`config.mk`:
```
export PLATFORM = sky130hd
export DESIGN_NAME = wpc_majority
export DESIGN_NICKNAME = d
export VERILOG_FILES = /design/src/rtl/wpc_pkg.sv /design/src/rtl/wpc_stretch.sv /design/src/rtl/wpc_input_cond.sv /design/src/rtl/wpc_sector_scan.sv /design/src/rtl/wpc_majority.sv
export SDC_FILE = /design/constraint.sdc
export NUM_CORES = 1
export LEC_CHECK = 0
export ABC_AREA = 1
export BUFFER_PORTS_ARGS = -buffer_cell sky130_fd_sc_hd__buf_2
export CORE_MARGIN = 1.5
export CORE_UTILIZATION = 29
export CTS_CLUSTER_DIAMETER = 60
export CTS_CLUSTER_SIZE = 16
export DETAILED_ROUTE_END_ITERATION = 8
export PLACE_DENSITY = 0.49
export SLEW_MARGIN = 10
export SYNTH_ARGS = -nofsm -noshare
export SYNTH_HDL_FRONTEND = slang
export SYNTH_SLANG_ARGS = --single-unit
```
`constraint.sdc`:
```
create_clock -name clk_i -period 4.5 [get_ports clk_i]
set_input_delay 0.45 -clock clk_i [delete_from_list [all_inputs] [get_ports clk_i]]
set_output_delay 0.45 -clock clk_i [all_outputs]
set_load 0.03 [all_outputs]
```
`src/rtl/wpc_pkg.sv`:
```
package wpc_pkg;

    // Scan sequencer states
    typedef enum logic [1:0] {
        SC_IDLE  = 2'd0,
        SC_SCAN  = 2'd1,
        SC_FINAL = 2'd2
    } scan_state_e;

    // Width needed to hold values 0..n
    function automatic int cnt_width(input int n);
        return (n < 2) ? 1 : $clog2(n + 1);
    endfunction

endpackage

```
`src/rtl/wpc_stretch.sv`:
```
module wpc_stretch #(
    parameter int STRETCH_CYCLES = 300
) (
    input  logic clk_i,
    input  logic rst_ni,
    input  logic hit_i,
    output logic active_o
);
    localparam int CNT_W = wpc_pkg::cnt_width(STRETCH_CYCLES);

    typedef struct packed {
        logic [CNT_W-1:0] remain;
    } stretch_t;

    stretch_t s_d, s_q;

    always_comb begin
        s_d = s_q;
        if (hit_i) begin
            s_d.remain = CNT_W'(STRETCH_CYCLES);
        end else if (s_q.remain != '0) begin
            s_d.remain = s_q.remain - 1'b1;
        end
    end

    always_ff @(posedge clk_i) begin
        if (!rst_ni) begin
            s_q <= '0;
        end else begin
            s_q <= s_d;
        end
    end

    assign active_o = hit_i | (s_q.remain != '0);

endmodule

```
`src/rtl/wpc_input_cond.sv`:
```
module wpc_input_cond #(
    parameter int N_COLL         = 9,
    parameter int GROUP          = 5,
    parameter int STRETCH_CYCLES = 300
) (
    input  logic                    clk_i,
    input  logic                    rst_ni,
    input  logic [N_COLL-1:0]       coll_i,
    input  logic [N_COLL+GROUP-2:0] ind_i,
    input  logic [N_COLL-1:0]       coll_mask_i,
    input  logic [N_COLL+GROUP-2:0] ind_mask_i,
    output logic [N_COLL-1:0]       coll_live_o,
    output logic [N_COLL+GROUP-2:0] ind_live_o
);
    localparam int N_IND = N_COLL + GROUP - 1;

    typedef struct packed {
        logic [N_COLL-1:0] coll_m;
        logic [N_COLL-1:0] coll_s;
        logic [N_IND-1:0]  ind_m;
        logic [N_IND-1:0]  ind_s;
    } sync_t;

    sync_t y_d, y_q;
    logic [N_IND-1:0] ind_hit;

    always_comb begin
        y_d        = y_q;
        y_d.coll_m = coll_i;
        y_d.coll_s = y_q.coll_m;
        y_d.ind_m  = ind_i;
        y_d.ind_s  = y_q.ind_m;
    end

    always_ff @(posedge clk_i) begin
        if (!rst_ni) begin
            y_q <= '0;
        end else begin
            y_q <= y_d;
        end
    end

    assign coll_live_o = y_q.coll_s & ~coll_mask_i;
    assign ind_hit     = y_q.ind_s & ~ind_mask_i;

    for (genvar w = 0; w < N_IND; w++) begin : g_stretch
        wpc_stretch #(
            .STRETCH_CYCLES(STRETCH_CYCLES)
        ) u_stretch (
            .clk_i   (clk_i),
            .rst_ni  (rst_ni),
            .hit_i   (ind_hit[w]),
            .active_o(ind_live_o[w])
        );
    end

endmodule

```
`src/rtl/wpc_sector_scan.sv`:
```
module wpc_sector_scan #(
    parameter int N_COLL = 9,
    parameter int GROUP  = 5,
    parameter int WIN    = 3
) (
    input  logic                                        clk_i,
    input  logic                                        rst_ni,
    input  logic                                        start_i,
    input  logic [N_COLL-1:0][GROUP-1:0]                pix_i,
    input  logic [wpc_pkg::cnt_width(WIN*GROUP)-1:0]    vth_i,
    input  logic [wpc_pkg::cnt_width(N_COLL*GROUP)-1:0] gth_i,
    output logic                                        local_maj_o,
    output logic                                        global_maj_o,
    output logic [wpc_pkg::cnt_width(N_COLL*GROUP)-1:0] sum_o,
    output logic                                        pub_o
);
    import wpc_pkg::*;

    localparam int SECT_W = cnt_width(GROUP);
    localparam int WSUM_W = cnt_width(WIN * GROUP);
    localparam int TOT_W  = cnt_width(N_COLL * GROUP);
    localparam int ADDR_W = cnt_width(N_COLL - 1);
    localparam int FILL_W = cnt_width(N_COLL);

    typedef struct packed {
        scan_state_e                  st;
        logic [ADDR_W-1:0]            addr;
        logic [FILL_W-1:0]            filled;
        logic [WIN-1:0][SECT_W-1:0]   win;
        logic [TOT_W-1:0]             total;
        logic                         hit;
        logic                         local_maj;
        logic                         global_maj;
        logic [TOT_W-1:0]             sum;
    } scan_t;

    scan_t r_d, r_q;
    logic [SECT_W-1:0] sect_cnt;
    logic [WSUM_W-1:0] win_sum;
    logic              win_full;
    logic              win_hit;

    // Encoder: fired pixels inside the addressed sector
    always_comb begin
        sect_cnt = '0;
        for (int j = 0; j < GROUP; j++) begin
            sect_cnt = sect_cnt + SECT_W'(pix_i[r_q.addr][j]);
        end
    end

    // Sum across the adjacent-sector window
    always_comb begin
        win_sum = '0;
        for (int k = 0; k < WIN; k++) begin
            win_sum = win_sum + WSUM_W'(r_q.win[k]);
        end
    end

    assign win_full = (r_q.filled >= FILL_W'(WIN));
    assign win_hit  = win_full && (win_sum >= vth_i);

    always_comb begin
        r_d   = r_q;
        pub_o = 1'b0;
        unique case (r_q.st)
            SC_SCAN: begin
                r_d.win[0] = sect_cnt;
                for (int k = 1; k < WIN; k++) begin
                    r_d.win[k] = r_q.win[k-1];
                end
                r_d.total  = r_q.total + TOT_W'(sect_cnt);
                r_d.filled = r_q.filled + 1'b1;
                r_d.addr   = r_q.addr + 1'b1;
                if (win_hit) begin
                    r_d.hit = 1'b1;
                end
                if (r_q.addr == ADDR_W'(N_COLL - 1)) begin
                    r_d.st = SC_FINAL;
                end
            end
            SC_FINAL: begin
                r_d.local_maj  = r_q.hit | win_hit;
                r_d.global_maj = (r_q.total >= gth_i);
                r_d.sum        = r_q.total;
                r_d.st         = SC_IDLE;
                pub_o          = 1'b1;
            end
            default: begin
                r_d.st = SC_IDLE;
            end
        endcase
        if (start_i) begin
            r_d.st     = SC_SCAN;
            r_d.addr   = '0;
            r_d.filled = '0;
            r_d.total  = '0;
            r_d.hit    = 1'b0;
            pub_o      = 1'b0;
        end
    end

    always_ff @(posedge clk_i) begin
        if (!rst_ni) begin
            r_q    <= '0;
            r_q.st <= SC_IDLE;
        end else begin
            r_q <= r_d;
        end
    end

    assign local_maj_o  = r_q.local_maj;
    assign global_maj_o = r_q.global_maj;
    assign sum_o        = r_q.sum;

endmodule

```
`src/rtl/wpc_majority.sv`:
```
module wpc_majority #(
    parameter int N_COLL         = 9,
    parameter int STRETCH_CYCLES = 300
) (
    input  logic                                    clk_i,
    input  logic                                    rst_ni,
    input  logic [N_COLL-1:0]                       coll_i,
    input  logic [N_COLL+3:0]                       ind_i,
    input  logic [N_COLL-1:0]                       coll_mask_i,
    input  logic [N_COLL+3:0]                       ind_mask_i,
    input  logic                                    flash_i,
    input  logic [wpc_pkg::cnt_width(15)-1:0]       vth_i,
    input  logic [wpc_pkg::cnt_width(N_COLL*5)-1:0] gth_i,
    output logic                                    local_maj_o,
    output logic                                    global_maj_o,
    output logic [wpc_pkg::cnt_width(N_COLL*5)-1:0] pixel_sum_o
);
    localparam int GROUP = 5;
    localparam int WIN   = 3;
    localparam int N_IND = N_COLL + GROUP - 1;

    typedef struct packed {
        logic [N_COLL-1:0] coll;
        logic [N_IND-1:0]  ind;
    } snap_t;

    snap_t sn_d, sn_q;
    logic [N_COLL-1:0]            coll_live;
    logic [N_IND-1:0]             ind_live;
    logic [N_COLL-1:0][GROUP-1:0] pix;
    logic                         scan_pub;

    wpc_input_cond #(
        .N_COLL        (N_COLL),
        .GROUP         (GROUP),
        .STRETCH_CYCLES(STRETCH_CYCLES)
    ) u_cond (
        .clk_i      (clk_i),
        .rst_ni     (rst_ni),
        .coll_i     (coll_i),
        .ind_i      (ind_i),
        .coll_mask_i(coll_mask_i),
        .ind_mask_i (ind_mask_i),
        .coll_live_o(coll_live),
        .ind_live_o (ind_live)
    );

    // Snapshot of the conditioned planes
    always_comb begin
        sn_d = sn_q;
        if (flash_i) begin
            sn_d.coll = coll_live;
            sn_d.ind  = ind_live;
        end
    end

    always_ff @(posedge clk_i) begin
        if (!rst_ni) begin
            sn_q <= '0;
        end else begin
            sn_q <= sn_d;
        end
    end

    // Coincidence matrix: collection wire c against induction c .. c+GROUP-1
    for (genvar c = 0; c < N_COLL; c++) begin : g_row
        assign pix[c] = {GROUP{sn_q.coll[c]}} & sn_q.ind[c +: GROUP];
    end

    wpc_sector_scan #(
        .N_COLL(N_COLL),
        .GROUP (GROUP),
        .WIN   (WIN)
    ) u_scan (
        .clk_i       (clk_i),
        .rst_ni      (rst_ni),
        .start_i     (flash_i),
        .pix_i       (pix),
        .vth_i       (vth_i),
        .gth_i       (gth_i),
        .local_maj_o (local_maj_o),
        .global_maj_o(global_maj_o),
        .sum_o       (pixel_sum_o),
        .pub_o       (scan_pub)
    );

endmodule

```
==> results.json <==
{
  "worst_hold_path_type": "in2reg",
  "cp.arrival_ns": 4.46,
  "ys_ff_latch": 217,
  "rsz0062_at_grt": "no",
  "cts_resized": 0,
  "drt_iter0_drc": 436,
  "clkTransAtPathRegs_ns": 0.07,
  "synth_common_cells": "nand2_1, inv_1, dfxtp_1, nor2_1, nand3_1",
  "grt.total_usage": 0.1273,
  "hold_ws_ns": 0.09715,
  "routed_wl_um": 22560,
  "dp_hpwl_um": 15820,
  "clock_path_buffers": 3,
  "die_w_um": 192.4,
  "holdBufCountCts": 0,
  "finalSetupViolCount": 0,
  "grt_overflow": 0,
  "post-cts-setup-buffer-count": 0,
  "finClkSkew_ns": 0.02413,
  "drc": 0,
  "ys_async_sr_fraction": 0,
  "tightest_slew_ns": 0.7894,
  "die_h_um": 192.4,
  "diodes": 0,
  "fin_crit_sh": 0.8978,
  "ys_types": 36,
  "ant_nets": 0,
  "r2r_cells": 20,
  "ys_dominant_reg_cell": "dfxtp_1",
  "synth_edf_count": 0,
  "rows": 69,
  "ys_warn_count": 0,
  "dp_cells": 1928,
  "final_cells": 1972,
  "wire_per_inst_um": 11.44,
  "io_pins": 65,
  "yosysTopAreaCell": "dfxtp_1",
  "drive_gt1_frac": 0.1171,
  "cts_sinks": 217,
  "clk_latency_ns": 0.53,
  "dieArea_um2": 37010,
  "fp.coreArea_um2": 35400,
  "dr_total_vias": 8532,
  "grt_pass1_vias": 8272,
  "slew_violations": 0,
  "worst-setup-path-type": "reg2reg",
  "status": "completed",
  "crit_path_max_fanout": 15,
  "grt_pass1_wl_um": 39080,
  "vdd_drop_max_v": 0.0002897,
  "cp-end-kind": "flop",
  "slew_headroom": 0.4737,
  "period_minus_slack_ns": 4.040,
  "vias_per_cell": 4.327,
  "gp_congestion": 0.8661,
  "syn-num-nets": 1532,
  "fill_cells": 3827,
  "cts_buffers": 25,
  "synth_top_cell_area_share": 0.4177,
  "max_freq_mhz": 247.5,
  "start_util": 0.2938,
  "grt_max_degree": 72,
  "critPathLaunchType": "flop",
  "io_buffers": 64,
  "ys_seq_area_frac": 0.4177,
  "syn_area_um2": 10400,
  "synthMostInstantiatedCell": "nand2_1",
  "syn_inst": 1436,
  "reg2reg_slack_ns": 0.46,
  "power_leakage_nw": 5.815,
  "powerDensity_nw_per_um2": 675.0,
  "fin_tns_setup_ns": 0,
  "h-tree-depth": 1,
  "antenna_found_initial": 1,
  "max-cap-violations": 0,
  "cp_data_required_time_ns": 4.92,
  "cts_tree": "yes",
  "synthTopCellsByArea": "dfxtp_1, nand2_1, inv_1",
  "cts-root-buf": "clkbuf_16",
  "synth_area_per_cell_um2": 7.242,
  "holdPathStages": 3,
  "dr.pass1.iters": 5,
  "hold_viol": 0,
  "fin_nets": 1590,
  "area_growth_pct": 14.79
}
[critical path: stages (launching register included)]
cell and delay, ns:
dfxtp_1 0.47, inv_2 0.20, nor2_4 0.17, o21ai_0 0.10
nand4_1 0.10, nand2_1 0.08, nand2_1 0.06, nand2_1 0.05
ha_1 0.27, inv_1 0.05, fa_1 0.52, inv_1 0.04
ha_1 0.18, inv_1 0.06, fa_1 0.47, fa_1 0.46
or2_2 0.32, nand2_1 0.06, nand2_1 0.05, o21ai_0 0.16
a21oi_1 0.05
[state kept, by name, summed over array words and instances (netlist names)]
register	count
u_scan.local_maj_o	1
u_cond.g_stretch.u_stretch.s_q	117
u_scan.r_q	26
u_scan.sum_o	6
u_cond.y_q	22
u_cond.y_d	22
sn_q	22
u_scan.global_maj_o	1
[power breakdown]
part | total, mW | switching [mW] | internal, mW
clock | 2.16 | 0.884 | 1.28
sequential | 2.79 | 0.383 | 2.41
combinational | 3.10 | 1.86 | 1.24
[cells by family after synthesis]
logic type | count (synthesis) | synth area share
XOR/XNOR | 48 | 0.04042
buffers and inverters | 265 | 0.1080
AND/OR/NAND/NOR | 680 | 0.2877
AO/OA/AOI/OAI | 187 | 0.09420
adder cells (fa/ha/maj) | 39 | 0.05197
flip-flops | 217 | 0.4177
[area by class of cell]
type                            count  area (um2)  share of cell area
Multi-Input combinational cell    954        4932              0.4132
Sequential cell                   217        4344              0.3639
Inverter                          229       865.8             0.07253
Clock buffer                       26       629.4             0.05272
Tap cell                          461       576.8             0.04832
Timing Repair Buffer               67       342.8             0.02872
Clock inverter                     18       246.5             0.02065
[final timing paths]
path                  startpoint        endpoint
setup / recovery  u_scan.r_q[29]  u_scan.r_q[13]
hold / removal         ind_i[11]  u_cond.y_d[11]
setup reg to reg  u_scan.r_q[29]  u_scan.r_q[13]
hold reg to reg    u_cond.y_d[7]   u_cond.y_q[7]
[cells in the final DEF, fill, tap and decap left out, types with 19 or more instances in the layout]
master,instances
nor2_1,160
buf_2,64
nand3_1,114
o21ai_0,59
ha_1,32
dfxtp_1,217
xnor2_1,19
xor2_1,29
nor2_2,19
inv_1,220
nand2_1,334
a21oi_1,106
clkbuf_16,25
[metal layers]
layer,vias to the layer above,track usage,routed length [um]
li1,4598,-,-
met1,3783,0.1651,11040
met4,2,0.04174,549
met3,34,0.02055,836
met2,115,0.2144,10120
met5,-,0,13
[stage by stage]
| stage | util | setup slack (ns) | instance area (um2) | power [mW] |
|---|---|---|---|---|
| finish | 0.3373 | 0.4601 | 11940 | 8.058 |
| global route | 0.3373 | 0.1741 | 11940 | 8.871 |
| CTS | 0.3373 | 0.4673 | 11940 | 8.183 |
| detailed placement | 0.3125 | 0.4879 | 11060 | 5.961 |
| global placement | 0.3125 | 0.5091 | 11060 | 5.904 |
| floorplan | - | 0.8423 | 10400 | 5.374 |
Power figures use the tool's default switching activity.
